## src/rtl/ppb_pkg.sv

```systemverilog
`timescale 1ns/1ps
package ppb_pkg;

  typedef enum logic [2:0] {
    OP_NONE = 3'd0,
    OP_CTRL = 3'd1,
    OP_DATA = 3'd2,
    OP_STAT = 3'd3,
    OP_DRD  = 3'd4,
    OP_EPPW = 3'd5,
    OP_EPPR = 3'd6
  } ppb_op_e;

  typedef enum logic [2:0] {
    S_IDLE, S_ADDR, S_PRE, S_BYTE, S_TERM, S_FIN, S_DONE
  } ppb_state_e;

  typedef struct packed {
    ppb_op_e    op;
    logic [7:0] val;
  } ppb_cmd_t;

  localparam logic [2:0] MAX_MODE  = 3'd5;
  localparam int         SEL_STEPS = 9;

  // register-select byte for a given mode and direction
  function automatic logic [7:0] sel_byte(input logic [2:0] m, input logic wr);
    if (wr) return (m <= 3'd2) ? 8'h08 : 8'hC8;
    if (m == 3'd0) return 8'h08;
    if (m == 3'd1) return 8'hC8;
    return 8'h88;
  endfunction

endpackage

```

## src/rtl/ppb_addr_seq.sv

```systemverilog
`timescale 1ns/1ps
module ppb_addr_seq
  import ppb_pkg::*;
#(
  parameter int STEP_W = 4
) (
  input  logic [STEP_W-1:0] step,
  input  logic [7:0]        sel,
  output ppb_cmd_t          cmd,
  output logic              last
);

  localparam logic [STEP_W-1:0] LAST_STEP = STEP_W'(SEL_STEPS - 1);

  always_comb begin
    cmd = '{op: OP_CTRL, val: 8'h04};
    case (step)
      STEP_W'(1): cmd = '{op: OP_DATA, val: sel};
      STEP_W'(2): cmd.val = 8'h0C;
      STEP_W'(3): cmd.val = 8'h0E;
      STEP_W'(4): cmd.val = 8'h0E;
      STEP_W'(5): cmd.val = 8'h0C;
      default:    cmd.val = 8'h04;
    endcase
  end

  assign last = (step == LAST_STEP);

endmodule

```

## src/rtl/ppb_assemble.sv

```systemverilog
`timescale 1ns/1ps
module ppb_assemble
  import ppb_pkg::*;
#(
  parameter int CNT_W = 16
) (
  input  logic             clk,
  input  logic             rst_n,
  input  logic             cap_lo,
  input  logic             cap_byte,
  input  logic             nib_mode,
  input  logic [CNT_W-1:0] idx,
  input  logic [7:0]       pp_rdata,
  input  ppb_op_e          pp_op,
  output logic             buf_we,
  output logic [CNT_W-1:0] buf_waddr,
  output logic [7:0]       buf_wdata
);

  logic [3:0]       lo_q;
  logic [7:0]       byte_d;
  logic             we_q;
  logic [CNT_W-1:0] waddr_q;
  logic [7:0]       wdata_q;

  always_comb begin
    byte_d = nib_mode ? {pp_rdata[7:4], lo_q} : pp_rdata;
  end

  always_ff @(posedge clk or negedge rst_n) begin
    if (!rst_n) begin
      lo_q    <= '0;
      we_q    <= 1'b0;
      waddr_q <= '0;
      wdata_q <= '0;
    end else begin
      we_q <= cap_byte;
      if (cap_lo) lo_q <= pp_rdata[7:4];
      if (cap_byte) begin
        waddr_q <= idx;
        wdata_q <= byte_d;
      end
    end
  end

  assign buf_we    = we_q;
  assign buf_waddr = waddr_q;
  assign buf_wdata = wdata_q;

  AST_BUF_WE_AFTER_READ: assert property (@(posedge clk) disable iff (!rst_n)
    buf_we |-> ($past(pp_op) == OP_STAT || $past(pp_op) == OP_DRD || $past(pp_op) == OP_EPPR))
    else $error("buffer write without a completing port read");

endmodule

```

## src/rtl/ppb_ctrl.sv

```systemverilog
`timescale 1ns/1ps
module ppb_ctrl
  import ppb_pkg::*;
#(
  parameter int CNT_W  = 16,
  parameter int STEP_W = 4
) (
  input  logic              clk,
  input  logic              rst_n,
  input  logic              start,
  input  logic [2:0]        mode_i,
  input  logic              dir_i,
  input  logic [CNT_W-1:0]  count_i,
  input  logic [7:0]        buf_rdata,
  input  ppb_cmd_t          sel_cmd,
  input  logic              sel_last,
  output logic [STEP_W-1:0] sel_step,
  output logic [7:0]        sel_val,
  output ppb_cmd_t          cmd_o,
  output logic              busy,
  output logic              done,
  output logic              err,
  output logic              cap_lo,
  output logic              cap_byte,
  output logic              nib_mode,
  output logic [CNT_W-1:0]  idx_o
);

  localparam logic [CNT_W-1:0] TERM_MARGIN = CNT_W'(2);

  ppb_state_e        state_q, state_d;
  logic [STEP_W-1:0] sub_q, sub_d;
  logic [CNT_W-1:0]  rem_q, rem_d;
  logic [CNT_W-1:0]  idx_q, idx_d;
  logic [2:0]        mode_q;
  logic              dir_q;
  logic              term_q, term_d;
  logic              err_q, err_d;
  logic              ld;
  logic              rd;
  logic              pre_need;
  logic [STEP_W-1:0] byte_last;
  logic [CNT_W-1:0]  rem_dec;

  assign rd       = ~dir_q;
  assign pre_need = ~rd | (mode_q == 3'd1);
  assign rem_dec  = rem_q - 1'b1;

  always_comb begin
    if (rd) begin
      if (mode_q == 3'd0)      byte_last = STEP_W'(3);
      else if (mode_q == 3'd1) byte_last = STEP_W'(1);
      else                     byte_last = '0;
    end else begin
      byte_last = (mode_q <= 3'd2) ? STEP_W'(2) : '0;
    end
  end

  // what follows once `r` bytes remain and the close pair state is `t`
  function automatic ppb_state_e pick(input logic [CNT_W-1:0] r, input logic t,
                                      input logic rdd, input logic [2:0] m);
    if (r == '0) return (rdd && m != 3'd0 && !t) ? S_TERM : S_FIN;
    if (rdd && m >= 3'd3 && !t && r <= TERM_MARGIN) return S_TERM;
    return S_BYTE;
  endfunction

  // next-state
  always_comb begin
    state_d = state_q;
    sub_d   = sub_q;
    rem_d   = rem_q;
    idx_d   = idx_q;
    term_d  = term_q;
    err_d   = err_q;
    ld      = 1'b0;
    case (state_q)
      S_IDLE: if (start) begin
        ld     = 1'b1;
        sub_d  = '0;
        idx_d  = '0;
        rem_d  = count_i;
        term_d = 1'b0;
        err_d  = (mode_i > MAX_MODE);
        if (mode_i > MAX_MODE || count_i == '0) state_d = S_DONE;
        else                                    state_d = S_ADDR;
      end
      S_ADDR: begin
        if (sel_last) begin
          sub_d   = '0;
          state_d = pre_need ? S_PRE : pick(rem_q, term_q, rd, mode_q);
        end else begin
          sub_d = sub_q + 1'b1;
        end
      end
      S_PRE: begin
        sub_d   = '0;
        state_d = pick(rem_q, term_q, rd, mode_q);
      end
      S_BYTE: begin
        if (sub_q == byte_last) begin
          sub_d   = '0;
          idx_d   = idx_q + 1'b1;
          rem_d   = rem_dec;
          state_d = pick(rem_dec, term_q, rd, mode_q);
        end else begin
          sub_d = sub_q + 1'b1;
        end
      end
      S_TERM: begin
        if (sub_q == STEP_W'(1)) begin
          sub_d   = '0;
          term_d  = 1'b1;
          state_d = pick(rem_q, 1'b1, rd, mode_q);
        end else begin
          sub_d = sub_q + 1'b1;
        end
      end
      S_FIN:   state_d = S_DONE;
      default: state_d = S_IDLE;
    endcase
  end

  // registers
  always_ff @(posedge clk or negedge rst_n) begin
    if (!rst_n) begin
      state_q <= S_IDLE;
      sub_q   <= '0;
      rem_q   <= '0;
      idx_q   <= '0;
      term_q  <= 1'b0;
      err_q   <= 1'b0;
      mode_q  <= '0;
      dir_q   <= 1'b0;
    end else begin
      state_q <= state_d;
      sub_q   <= sub_d;
      rem_q   <= rem_d;
      idx_q   <= idx_d;
      term_q  <= term_d;
      err_q   <= err_d;
      if (ld) begin
        mode_q <= mode_i;
        dir_q  <= dir_i;
      end
    end
  end

  // port command for this cycle
  always_comb begin
    cmd_o = '{op: OP_NONE, val: 8'h00};
    case (state_q)
      S_ADDR: cmd_o = sel_cmd;
      S_PRE:  cmd_o = rd ? '{op: OP_DATA, val: 8'hFF} : '{op: OP_CTRL, val: 8'h05};
      S_BYTE: begin
        if (rd) begin
          if (mode_q == 3'd0) begin
            case (sub_q)
              STEP_W'(0): cmd_o = '{op: OP_CTRL, val: 8'h06};
              STEP_W'(2): cmd_o = '{op: OP_CTRL, val: 8'h04};
              default:    cmd_o = '{op: OP_STAT, val: 8'h00};
            endcase
          end else if (mode_q == 3'd1) begin
            if (sub_q == '0) cmd_o = '{op: OP_CTRL, val: idx_q[0] ? 8'hA4 : 8'hA6};
            else             cmd_o = '{op: OP_DRD,  val: 8'h00};
          end else begin
            cmd_o = '{op: OP_EPPR, val: 8'h00};
          end
        end else if (mode_q <= 3'd2) begin
          case (sub_q)
            STEP_W'(0): cmd_o = '{op: OP_DATA, val: buf_rdata};
            STEP_W'(1): cmd_o = '{op: OP_CTRL, val: 8'h07};
            default:    cmd_o = '{op: OP_CTRL, val: 8'h05};
          endcase
        end else begin
          cmd_o = '{op: OP_EPPW, val: buf_rdata};
        end
      end
      S_TERM: cmd_o = '{op: OP_CTRL, val: (sub_q == '0) ? 8'hAC : 8'hA4};
      S_FIN:  cmd_o = '{op: OP_CTRL, val: 8'h04};
      default: ;
    endcase
  end

  assign sel_step = sub_q;
  assign sel_val  = sel_byte(mode_q, dir_q);
  assign busy     = (state_q != S_IDLE);
  assign done     = (state_q == S_DONE);
  assign err      = done & err_q;
  assign cap_lo   = (state_q == S_BYTE) && rd && (mode_q == 3'd0) && (sub_q == STEP_W'(1));
  assign cap_byte = (state_q == S_BYTE) && rd && (sub_q == byte_last);
  assign nib_mode = (mode_q == 3'd0);
  assign idx_o    = idx_q;

  AST_FIRST_OP: assert property (@(posedge clk) disable iff (!rst_n)
    (state_q == S_IDLE && start && mode_i <= MAX_MODE && count_i != '0)
      |=> (cmd_o.op == OP_CTRL && cmd_o.val == 8'h04))
    else $error("burst did not open with control 0x04");

  AST_CLOSE_PAIR: assert property (@(posedge clk) disable iff (!rst_n)
    (cmd_o.op == OP_CTRL && cmd_o.val == 8'hAC) |=> (cmd_o.op == OP_CTRL && cmd_o.val == 8'hA4))
    else $error("0xAC not followed by 0xA4");

  AST_ZERO_COUNT: assert property (@(posedge clk) disable iff (!rst_n)
    (state_q == S_IDLE && start && mode_i <= MAX_MODE && count_i == '0)
      |=> (done && !err && cmd_o.op == OP_NONE))
    else $error("zero count mishandled");

  AST_BAD_MODE: assert property (@(posedge clk) disable iff (!rst_n)
    (state_q == S_IDLE && start && mode_i > MAX_MODE) |=> (done && err && cmd_o.op == OP_NONE))
    else $error("illegal mode not flagged");

  AST_START_IGNORED: assert property (@(posedge clk) disable iff (!rst_n)
    (busy && start) |=> (mode_q == $past(mode_q) && dir_q == $past(dir_q)))
    else $error("start accepted while busy");

  AST_DONE_PULSE: assert property (@(posedge clk) disable iff (!rst_n)
    done |=> !done)
    else $error("done longer than one cycle");

endmodule

```

## src/rtl/pport_burst.sv

```systemverilog
`timescale 1ns/1ps
module pport_burst
  import ppb_pkg::*;
#(
  parameter int CNT_W = 16
) (
  input  logic             clk,
  input  logic             rst_n,
  input  logic             start,
  input  logic [2:0]       mode,
  input  logic             dir,
  input  logic [CNT_W-1:0] count,
  output logic             busy,
  output logic             done,
  output logic             err,
  output logic [2:0]       pp_op,
  output logic [7:0]       pp_wdata,
  input  logic [7:0]       pp_rdata,
  output logic [CNT_W-1:0] buf_raddr,
  input  logic [7:0]       buf_rdata,
  output logic             buf_we,
  output logic [CNT_W-1:0] buf_waddr,
  output logic [7:0]       buf_wdata
);

  localparam int STEP_W = $clog2(SEL_STEPS);

  logic [1:0]        rst_sync_q;
  logic              rst_n_s;
  ppb_cmd_t          sel_cmd, cmd;
  logic              sel_last;
  logic [STEP_W-1:0] sel_step;
  logic [7:0]        sel_val;
  logic              cap_lo, cap_byte, nib_mode;
  logic [CNT_W-1:0]  idx;

  // asynchronous assertion, synchronous release
  always_ff @(posedge clk or negedge rst_n) begin
    if (!rst_n) rst_sync_q <= 2'b00;
    else        rst_sync_q <= {rst_sync_q[0], 1'b1};
  end
  assign rst_n_s = rst_sync_q[1];

  ppb_addr_seq #(.STEP_W(STEP_W)) u_sel (
    .step (sel_step),
    .sel  (sel_val),
    .cmd  (sel_cmd),
    .last (sel_last)
  );

  ppb_ctrl #(.CNT_W(CNT_W), .STEP_W(STEP_W)) u_ctrl (
    .clk       (clk),
    .rst_n     (rst_n_s),
    .start     (start),
    .mode_i    (mode),
    .dir_i     (dir),
    .count_i   (count),
    .buf_rdata (buf_rdata),
    .sel_cmd   (sel_cmd),
    .sel_last  (sel_last),
    .sel_step  (sel_step),
    .sel_val   (sel_val),
    .cmd_o     (cmd),
    .busy      (busy),
    .done      (done),
    .err       (err),
    .cap_lo    (cap_lo),
    .cap_byte  (cap_byte),
    .nib_mode  (nib_mode),
    .idx_o     (idx)
  );

  ppb_assemble #(.CNT_W(CNT_W)) u_asm (
    .clk       (clk),
    .rst_n     (rst_n_s),
    .cap_lo    (cap_lo),
    .cap_byte  (cap_byte),
    .nib_mode  (nib_mode),
    .idx       (idx),
    .pp_rdata  (pp_rdata),
    .pp_op     (cmd.op),
    .buf_we    (buf_we),
    .buf_waddr (buf_waddr),
    .buf_wdata (buf_wdata)
  );

  assign pp_op     = cmd.op;
  assign pp_wdata  = cmd.val;
  assign buf_raddr = idx;

endmodule

```

## config.mk

```make
export PLATFORM = sky130hd
export DESIGN_NAME = pport_burst
export DESIGN_NICKNAME = d
export VERILOG_FILES = /design/src/rtl/ppb_pkg.sv /design/src/rtl/ppb_addr_seq.sv /design/src/rtl/ppb_assemble.sv /design/src/rtl/ppb_ctrl.sv /design/src/rtl/pport_burst.sv
export SDC_FILE = /design/constraint.sdc
export NUM_CORES = 1
export LEC_CHECK = 0
export CORE_AREA = 10 10 121 123
export CTS_BUF_LIST = sky130_fd_sc_hd__clkbuf_16
export CTS_CLUSTER_DIAMETER = 80
export DETAILED_ROUTE_END_ITERATION = 6
export DIE_AREA = 0 0 131 133
export PLACE_DENSITY = 0.66
export SETUP_SLACK_MARGIN = 0.4
export SYNTH_ARGS = -nofsm -noshare
export SYNTH_HDL_FRONTEND = slang
export SYNTH_HIERARCHICAL = 1
export SYNTH_SLANG_ARGS = --single-unit
```

## constraint.sdc

```tcl
create_clock -name clk -period 2.2 [get_ports clk]
set_clock_uncertainty 0.05 [all_clocks]
set_input_delay 0.44 -clock clk [delete_from_list [all_inputs] [get_ports clk]]
set_output_delay 0.44 -clock clk [all_outputs]
set_load 0.05 [all_outputs]
```

==> results by group <==
Run status
  • Status: finished, violations left
  • Violated checks: negative setup slack

Synthesis
  • Synthesized area: around 4800 um2
  • Synth top area cells: dfrtp_1 (39%), nor2_1 (4.6%), a21oi_1 (4.4%), o21ai_0 (4.4%), mux2_4 (3.7%)
  • Synth warn: 6
  • Compound-gate portion of the synthesized area: 19.56%
  • Ys async rst share: 100.0%
  • Synth Area in XOR/XNOR: a little under 3%
  • Syn_area_per_cell: 8.795 um2
  • Library cells used by synthesis: 68
  • Post-synthesis sequential area ratio: about two fifths
  • Seq cells post-synth: 76
  • Post-Synth Adder-Cell Area: between 3 and 4%
  • Post-synthesis mux area share: about 7.8%
  • Largest family of logic cells by synthesized area: simple AND/OR/NAND/NOR gates
  • Mapped Cells: 549
  • Post-Synth Simple-Gate Area: 20.96%
  • Share of Yosys cell area claimed by the top area cell type: around two fifths
  • Largest area contributor in the netlist: dfrtp_1
  • Synth Flop Type: dfrtp_1
  • Post-synth EDFFs: 0

Power and ir drop
  • Peak supply drop: 0.9644 mV
  • P_sw: about 5800 uW
  • Pwr Total: about 13000 uW
  • Clock power share: 12.6%
  • PD cells: 1464 nW/um2
  • Sw Ratio: a little under half
  • Gate power share: between 70% and 80%
  • Reg power frac: ~17%
  • P_int: roughly 7100 uW
  • Static leakage: slightly below 0.004 uW

Clocking
  • Total CTS buffers: 9
  • H-tree Lvls: 3
  • TritonCTS clock tree: done
  • Clk slew on worst S/H paths: about 0.06 ns
  • Clock Tree Buf Depth: 2
  • Clk sinks: 76
  • Root Driver: clkbuf_16
  • Worst-Skew Late Latency: 0.35 ns
  • CTS Hold Bufs: 0

Drt
  • Iter 0 DRT Violations: between 400 and 500
  • Final wirelength: 17.81 mm
  • WL/cell: between 15 and 20 um
  • DRC: 0
  • Vias/cell: approximately 5.4
  • Final ANT Viol Nets: 0
  • Drt first pass iters: 5
  • Via Count: roughly 5200

Floorplan
  • Starting Density: between 30% and 40%
  • Die Span Y: 133 um
  • Die W: 131 um
  • I/O pins: 94
  • Die area: between 15000 and 20000 um2
  • Rows: 41
  • Core area: 12360 um2

STA
  • Max Fclk: between 300 and 400 MHz
  • Final hold violations: 0
  • Hold Slack: approximately 0.2 ns
  • Worst-Margin Slew: between 0.6 and 0.7 ns
  • Final min period: 2.585 ns
  • # setup viols final: 70
  • RSZ-0062 raised after global routing: true
  • Slew HR: approximately three fifths
  • Final Max Tran Viols: 0
  • Post-route setup slack: -0.3848 ns
  • Final worst-path cycle share: 117.5%
  • Final TNS setup: -9.437 ns

GRT
  • Largest net degree at the start of global routing: 28
  • Total gr overflow: 0
  • Tot GR Track Use: 20.67%
  • Initial antenna violation count: 0
  • First-pass GRT wire length: between 20 and 30 mm
  • Vias in the first global route: roughly 5500

Setup path
  • R2r setup slk: -0.21 ns
  • Critical path required time: 1.71 ns
  • Worst setup EP type: output pin
  • Worst setup SP type: register
  • Setup Crit Path Kind: reg2out
  • Critical Path AT: 2.09 ns
  • R2R depth: 10
  • Max FO, Critical Path: 2

Final layout
  • Fillers: about 940
  • Share of layout cells above drive strength 1: between 40% and 50%
  • Commonest non-fill, non-tap cell in the layout: buf_4
  • Layout Nets: between 800 and 900
  • Area Overhead vs Synth: 82.07%
  • Number of diodes: 0
  • Core Util, Final: 71.11%
  • Most frequent cells in the layout: buf_4 (114), dfrtp_1 (64), nor2_1 (43)

Place
  • PortBufs: a little over 90
  • Post-DP HPWL: 11.92 mm
  • Pre-CTS WS: -0.2974 ns
  • GPL Wtd Cong: 0.9354

Worst hold path
  • Type of the most critical hold path: in2async

Run
  • Total of max-cap violations: 0
==> worst paths after layout <==
kind	start	end
min reg2reg	rst_sync_q[1]$_DFF_PN0_	u_asm/buf_waddr[14]$_DFFE_PN0P_
max	u_ctrl/sel_step[1]$_DFFE_PN0P_	pp_wdata[2]
min in group clk	rst_sync_q[0]$_DFF_PN0_	rst_sync_q[1]$_DFF_PN0_
max in group asynchronous	rst_sync_q[1]$_DFF_PN0_	u_ctrl/state_q[2]$_DFFE_PN0P_
min	rst_n	rst_sync_q[1]$_DFF_PN0_
max reg2reg	u_ctrl/mode_q[1]$_DFFE_PN0P_	u_ctrl/idx_o[13]$_DFFE_PN0P_
==> metrics by stage <==
step                      std cells  area [um2]
after global routing            959        8791
final                           959        8791
after global placement          894        7271
after detailed placement        894        7271
after floorplan                 553        5416
after CTS                       950        8607
==> power groups by stage <==
stage	sequential, uW	combinational (uW)	clock (uW)
floorplan	2540	3860	0
global placement	2160	6810	0
detailed placement	2180	6890	0
CTS	2200	8600	1660
global route	2280	9560	1710
finish	2230	9020	1620
==> layer usage <==
layer  GRT usage [%]  vias to the layer above  routed length, um  share of wire (%)
met1           24.89                     2539               7488                 42
li1                -                     2445                  -                  -
met2           35.03                      149               9148                 51
met3           5.274                       34                848                4.8
met5               0                        -                  0                  0
met4           6.242                        0                329                1.8
==> worst max-delay path, stage by stage, from the launching register on <==
cell      delay, ns
dfrtp_2        0.41
inv_2          0.08
buf_6          0.10
buf_6          0.09
ha_4           0.13
o21a_1         0.15
nor2_2         0.05
a211oi_2       0.26
nor3_1         0.07
buf_4          0.14
a21oi_4        0.13
buf_12         0.15
==> area by class of cell <==
cell class | count | area (um2) | share of cell area [%]
Clock inverter | 7 | 98.84 | 1.124
Clock buffer | 9 | 225.2 | 2.562
Timing Repair Buffer | 257 | 2620 | 29.80
Multi-Input combinational cell | 421 | 3649 | 41.50
Tap cell | 172 | 215.2 | 2.448
Sequential cell | 76 | 1917 | 21.80
Inverter | 17 | 66.31 | 0.7543
==> registers in the layout, indices dropped and copies added (netlist names) <==
| signal | count |
|---|---|
| u_ctrl/term_q | 1 |
| u_asm/buf_wdata | 8 |
| u_ctrl/err_q | 1 |
| u_asm/buf_we | 1 |
| u_asm/lo_q | 4 |
| u_ctrl/mode_q | 3 |
| u_ctrl/sel_step | 4 |
| u_ctrl/rem_q | 16 |
| u_asm/buf_waddr | 16 |
| u_ctrl/dir_q | 1 |
| u_ctrl/idx_o | 16 |
| u_ctrl/state_q | 3 |
| rst_sync_q | 2 |
==> synth_stat cells, types with 2 or more instances <==
cell type,number
a21oi_1,42
xor2_1,6
buf_4,7
a21o_1,6
a2111oi_0,4
nand2b_1,4
nor4b_1,3
o21a_1,4
a21boi_0,2
a41oi_1,3
mux2_4,12
clkbuf_1,21
o31a_1,2
a221oi_1,3
o211ai_1,4
buf_6,3
a211oi_1,6
xnor2_1,10
conb_1,4
a22oi_1,4
nor2_1,59
and3_1,4
nand4_1,7
inv_1,16
nor3_1,27
mux2i_1,5
o21ai_0,42
buf_2,6
o21bai_1,3
or3_1,5
nor4_1,12
mux2_2,13
and2_1,9
nand3_1,11
o22ai_1,3
nand2_1,48
dfrtp_1,76
a31oi_1,11
and3b_1,2
ha_1,12
==> kinds of logic (layout without fill, tap and decap cells) <==
kind of cell / count (synthesis) / count (layout)
compound gates: 151 / 152
flops: 76 / 76
simple gates: 203 / 203
mux: 30 / 30
xor+xnor: 16 / 16
fa+ha+maj: 12 / 12
other cells: 4 / 8
buf+inv: 57 / 290
==> what timing repair did <==
item                                    4_1_cts  5_1_grt
pin swaps                                    51       17
gates cloned                                  7        0
endpoints found under the setup margin      123       88
resized for setup                           204       35
setup buffers                                33        9
(Power assumes the default switching activity.)
